<file path="src/rtl/io_rst_pkg.sv">
package io_rst_pkg;
    localparam int LANES    = 4;
    localparam int DATA_W   = 8 * LANES;
    localparam int RC_LANE  = 1;   // byte lane of the reset control port
    localparam int FIRE_BIT = 2;   // reset request trigger
    localparam int TYPE_BIT = 1;   // soft/hard selector, stored only
    localparam logic [DATA_W-1:0] CFG_KEEP = 32'hFFFF_FFFC;

    typedef struct packed {
        logic             hit;
        logic [LANES-1:0] wr_lane;
        logic [LANES-1:0] rd_lane;
    } io_dec_t;

    function automatic logic [7:0] lane_byte(input logic [DATA_W-1:0] d, input int n);
        return d[8*n +: 8];
    endfunction
endpackage

</file>
<file path="src/rtl/io_port_decode.sv">
module io_port_decode
    import io_rst_pkg::*;
#(
    parameter int ADDR_W = 16,
    parameter logic [ADDR_W-1:0] BASE = 16'h0CF8
) (
    input  logic [ADDR_W-1:0] io_addr,
    input  logic [LANES-1:0]  io_be,
    input  logic              io_wr,
    input  logic              io_rd,
    output io_dec_t           dec
);
    localparam int DW_BITS = ADDR_W - 2;
    localparam logic [DW_BITS-1:0] BASE_DW = BASE[ADDR_W-1:2];

    always_comb begin
        dec.hit     = (io_addr[ADDR_W-1:2] == BASE_DW);
        dec.wr_lane = (dec.hit && io_wr) ? io_be : '0;
        dec.rd_lane = (dec.hit && io_rd) ? io_be : '0;
    end
endmodule

</file>
<file path="src/rtl/cfg_addr_reg.sv">
module cfg_addr_reg
    import io_rst_pkg::*;
#(
    parameter logic [LANES-1:0] OWN_LANES = 4'b1101
) (
    input  logic              clk,
    input  logic              rst,
    input  logic [LANES-1:0]  wr_lane,
    input  logic [DATA_W-1:0] wdata,
    output logic [DATA_W-1:0] cfg_q
);
    for (genvar g = 0; g < LANES; g++) begin : g_lane
        if (OWN_LANES[g]) begin : g_own
            logic [7:0] byte_q;
            always_ff @(posedge clk) begin
                if (rst)
                    byte_q <= '0;
                else if (wr_lane[g])
                    byte_q <= lane_byte(wdata, g) & lane_byte(CFG_KEEP, g);
            end
            assign cfg_q[8*g +: 8] = byte_q;
        end else begin : g_lent
            assign cfg_q[8*g +: 8] = '0;
        end
    end
endmodule

</file>
<file path="src/rtl/rst_ctl_reg.sv">
module rst_ctl_reg
    import io_rst_pkg::*;
(
    input  logic       clk,
    input  logic       rst,
    input  logic       wr_en,
    input  logic [7:0] wbyte,
    output logic [7:0] rcr_q,
    output logic       rst_req
);
    logic fire;
    assign fire = wr_en && wbyte[FIRE_BIT];

    always_ff @(posedge clk) begin
        if (rst) begin
            rcr_q   <= '0;
            rst_req <= 1'b0;
        end else begin
            rst_req <= fire;
            if (wr_en && !fire) begin
                rcr_q           <= '0;
                rcr_q[TYPE_BIT] <= wbyte[TYPE_BIT];
            end
        end
    end
endmodule

</file>
<file path="src/rtl/io_reset_ctl.sv">
module io_reset_ctl
    import io_rst_pkg::*;
#(
    parameter int ADDR_W = 16,
    parameter logic [ADDR_W-1:0] BASE = 16'h0CF8
) (
    input  logic              clk,
    input  logic              rst,
    input  logic [ADDR_W-1:0] io_addr,
    input  logic [LANES-1:0]  io_be,
    input  logic [DATA_W-1:0] io_wdata,
    input  logic              io_wr,
    input  logic              io_rd,
    output logic [DATA_W-1:0] io_rdata,
    output logic              rst_req
);
    localparam logic [LANES-1:0] CFG_LANES = ~(LANES'(1) << RC_LANE);

    io_dec_t           dec;
    logic [DATA_W-1:0] cfg_q;
    logic [7:0]        rcr_q;
    logic [DATA_W-1:0] rd_view;

    io_port_decode #(.ADDR_W(ADDR_W), .BASE(BASE)) u_dec (
        .io_addr(io_addr), .io_be(io_be), .io_wr(io_wr), .io_rd(io_rd), .dec(dec)
    );

    cfg_addr_reg #(.OWN_LANES(CFG_LANES)) u_cfg (
        .clk(clk), .rst(rst), .wr_lane(dec.wr_lane), .wdata(io_wdata), .cfg_q(cfg_q)
    );

    rst_ctl_reg u_rcr (
        .clk(clk), .rst(rst),
        .wr_en(dec.wr_lane[RC_LANE]),
        .wbyte(lane_byte(io_wdata, RC_LANE)),
        .rcr_q(rcr_q), .rst_req(rst_req)
    );

    for (genvar g = 0; g < LANES; g++) begin : g_rd
        if (g == RC_LANE) begin : g_rc
            assign rd_view[8*g +: 8] = dec.rd_lane[g] ? rcr_q : 8'h00;
        end else begin : g_cf
            assign rd_view[8*g +: 8] = dec.rd_lane[g] ? cfg_q[8*g +: 8] : 8'h00;
        end
    end

    always_ff @(posedge clk) begin
        if (rst) io_rdata <= '0;
        else     io_rdata <= rd_view;
    end
endmodule

</file>
<file path="config.mk">
export PLATFORM = sky130hd
export DESIGN_NAME = io_reset_ctl
export DESIGN_NICKNAME = d
export VERILOG_FILES = /design/src/rtl/io_rst_pkg.sv /design/src/rtl/io_port_decode.sv /design/src/rtl/cfg_addr_reg.sv /design/src/rtl/rst_ctl_reg.sv /design/src/rtl/io_reset_ctl.sv
export SDC_FILE = /design/constraint.sdc
export NUM_CORES = 1
export LEC_CHECK = 0
export ABC_AREA = 1
export CORE_MARGIN = 2
export CORE_UTILIZATION = 41
export CTS_CLUSTER_SIZE = 10
export DETAILED_ROUTE_END_ITERATION = 6
export PLACE_DENSITY = 0.79
export RECOVER_POWER = 25
export SYNTH_ARGS = -nofsm -noshare
export SYNTH_HDL_FRONTEND = slang
export SYNTH_SLANG_ARGS = --single-unit
</file>
<file path="constraint.sdc">
create_clock -name clk -period 1.59 [get_ports clk]
set_input_delay 0.477 -clock clk [delete_from_list [all_inputs] [get_ports clk]]
set_output_delay 0.477 -clock clk [all_outputs]
set_load 0.02 [all_outputs]
</file>
==> qor.yml <==
synth:
  synth_top_family_by_area: "simple AND/OR/NAND/NOR gates"
  synth_edf_count: 0
  synth_seq_area_share: 0.4677
  ys_async_sr_fraction: 0
  netlist_instances: 288
  synth_compound_area_frac: 0
  synth_area_leaders: "dfxtp_1, nor2_1, inv_1, nand4_1, nand2_1"
  synth-simple-area-share: 0.3545
  yosysTopAreaCell: "dfxtp_1"
  syn_avg_cell_area_um2: 6.986
  synthXorXnorAreaFrac: 0
  synth_most_common_cell: "nor2_1"
  synth-adder-area-share: 0
  yosys.area.top_type_share: 0.4677
  synthMuxAreaShare: 0
  synthTopCellsByCount: "nor2_1, inv_1, dfxtp_1"
  synth_cell_types: 17
  synth_area_um2: 2012
  synth-seq-cells: 47
  yosysWarnings: 0
  dominantRegCellSynth: "dfxtp_1"
placed_design:
  dp_hpwl_mm: 3.336
  place.gp.congestion: 0.8180
  io_buffers: 69
pwr:
  power_w: 0.002134
  p_leak_nw: 1.435
  power.density_nw_per_um2: 719.3
  ir_drop_mv: 0.5147
timing:
  rsz0062_at_grt: "false"
  setup-violations-final: 0
  max_freq_mhz: 681.5
  skew_ns: 0.004094
  holdWs_ns: 0.4275
  slew_viol_final: 0
  finalHoldViolCount: 0
  period_minus_slack_ns: 1.467
  fin_crit_sh: 0.9229
drt:
  drt_pass1_iterations: 4
  vias_per_cell: 4.256
  routedWlPerCell_um: 9.952
  drc: 0
  postRouteAntennaNets: 0
  routed_wirelength_mm: 4.349
  drtIter0Drc: 102
  vias: 1860
layout:
  drive_gt1_frac: 0.1054
  area_growth_pct: 47.45
  diodes: 0
  fin_nets: 426
  final_core_util: 0.6281
hold_path:
  hold_class: "reg2reg"
  hold_depth: 2
setup_path:
  endpoint_kind: "flip-flop"
  worstSetupPathType: "in2reg"
  startpoint_type: "input port"
  crit_required_ns: 1.82
  reg2reg_depth: 2
  crit_arrival_ns: 1.70
  crit_fanout: 6
clock_tree:
  clock_path_buffers: 2
  clock_latency_ns: 0.29
  cts_root_buf: "clkbuf_8"
  cts_tree: "built"
  htreeDepth: 2
  clock-sinks: 47
  numCtsBuffers: 5
  clk_pin_slew_worst_paths_ns: 0.08
grt:
  grt_pass1_vias: 1790
  grt_max_degree: 24
  grt.total_usage: 0.1708
  antenna_found_initial: 0
  grt_overflow: 0
  grt_pass1_wl_mm: 7.251
status:
  outcome: "finished, final reports clean"
floorplanning:
  rows: 25
  die_area_um2: 5483
  die_y_um: 74.05
  core_um2: 4723
  die_w_um: 74.05
  ios: 89
  start_util: 0.4260
flow_run:
  maxCapViolCount: 0
[critical path: stages]
cell           delay, ns
dlygate4sd2_1       0.23
nand2_1             0.07
nor2_2              0.15
nand3_4             0.09
nor2_4              0.20
nand2_4             0.13
nor2_4              0.18
nor2_1              0.07
nor2_1              0.09
[power breakdown]
part	internal (W)	leakage, nW	total [W]	switching [W]
registers	0.00118	0.378	0.00118	0.00000000809
logic	0.000137	1.01	0.000253	0.000116
clock network	0.000341	0.0470	0.000705	0.000364
[routing by layer]
metal / track usage / vias up / part of all wire
li1: - / 992 / -
met1: 0.1894 / 798 / 0.43
met2: 0.2996 / 56 / 0.49
met3: 0.05285 / 14 / 0.049
met4: 0.07677 / 0 / 0.032
met5: 0 / - / 0
[sequential cells by signal, indices dropped and copies added (netlist names)]
signal,flops
io_rdata,23
u_rcr.rst_req,1
u_rcr.rcr_q,1
u_cfg.g_lane.g_own.byte_q,22
[worst paths after layout]
check / start / endpoint / slack, ns
worst min register to register: u_cfg.g_lane[3].g_own.byte_q[0]$_SDFFE_PP0P_ / io_rdata[24]$_SDFF_PP0_ / 0.43
worst max-delay path: io_addr[3] / u_cfg.g_lane[0].g_own.byte_q[7]$_SDFFE_PP0P_ / 0.12
worst max register to register: u_rcr.rcr_q[1]$_SDFFE_PP0P_ / io_rdata[9]$_SDFF_PP0_ / 0.90
worst min-delay path: u_cfg.g_lane[3].g_own.byte_q[0]$_SDFFE_PP0P_ / io_rdata[24]$_SDFF_PP0_ / 0.43
[placed cells by master (no fill, tap or decap), drive strengths merged]
cell type / instances
nand3: 4
conb: 9
clkdlybuf4s15: 3
nand2: 40
nor4: 2
buf: 17
dlygate4sd2: 35
clkinv: 1
nand4: 24
clkdlybuf4s50: 31
nor2: 86
clkbuf: 6
inv: 65
dfxtp: 47
[cells by family after synthesis]
group                  after synthesis
flip-flops                          47
AND/OR/NAND/NOR                    156
other                                1
buffers and inverters               84
[timing repair]
action / CTS / global route
endpoints found under the setup margin: 68 / 27
buffers inserted: 0 / 1
gates cloned: 0 / 0
pin swaps: 14 / 12
hold buffers: 0 / 0
gates resized for setup: 45 / 8
[stage by stage]
step / worst slack [ns] / setup TNS (ns) / cells / cell area, um^2
4_1_cts: 0.02227 / 0 / 436 / 2943
3_3_place_gp: -0.4041 / -16.57 / 429 / 2877
6_report: 0.1227 / 0 / 437 / 2967
2_1_floorplan: 0.1657 / 0 / 296 / 2042
3_5_place_dp: -0.4658 / -18.72 / 429 / 2877
5_1_grt: 0.004092 / 0 / 437 / 2967
[layout make-up]
cell class | instances | area, um^2
Tap cell | 67 | 83.83
Multi-Input combinational cell | 165 | 782.0
Fill cell | 414 | 1757
Inverter | 65 | 244.0
Clock inverter | 1 | 5.005
Sequential cell | 47 | 940.9
Clock buffer | 6 | 82.58
Timing Repair Buffer | 86 | 828.3
No activity file was read; power rests on OpenSTA's default activity.
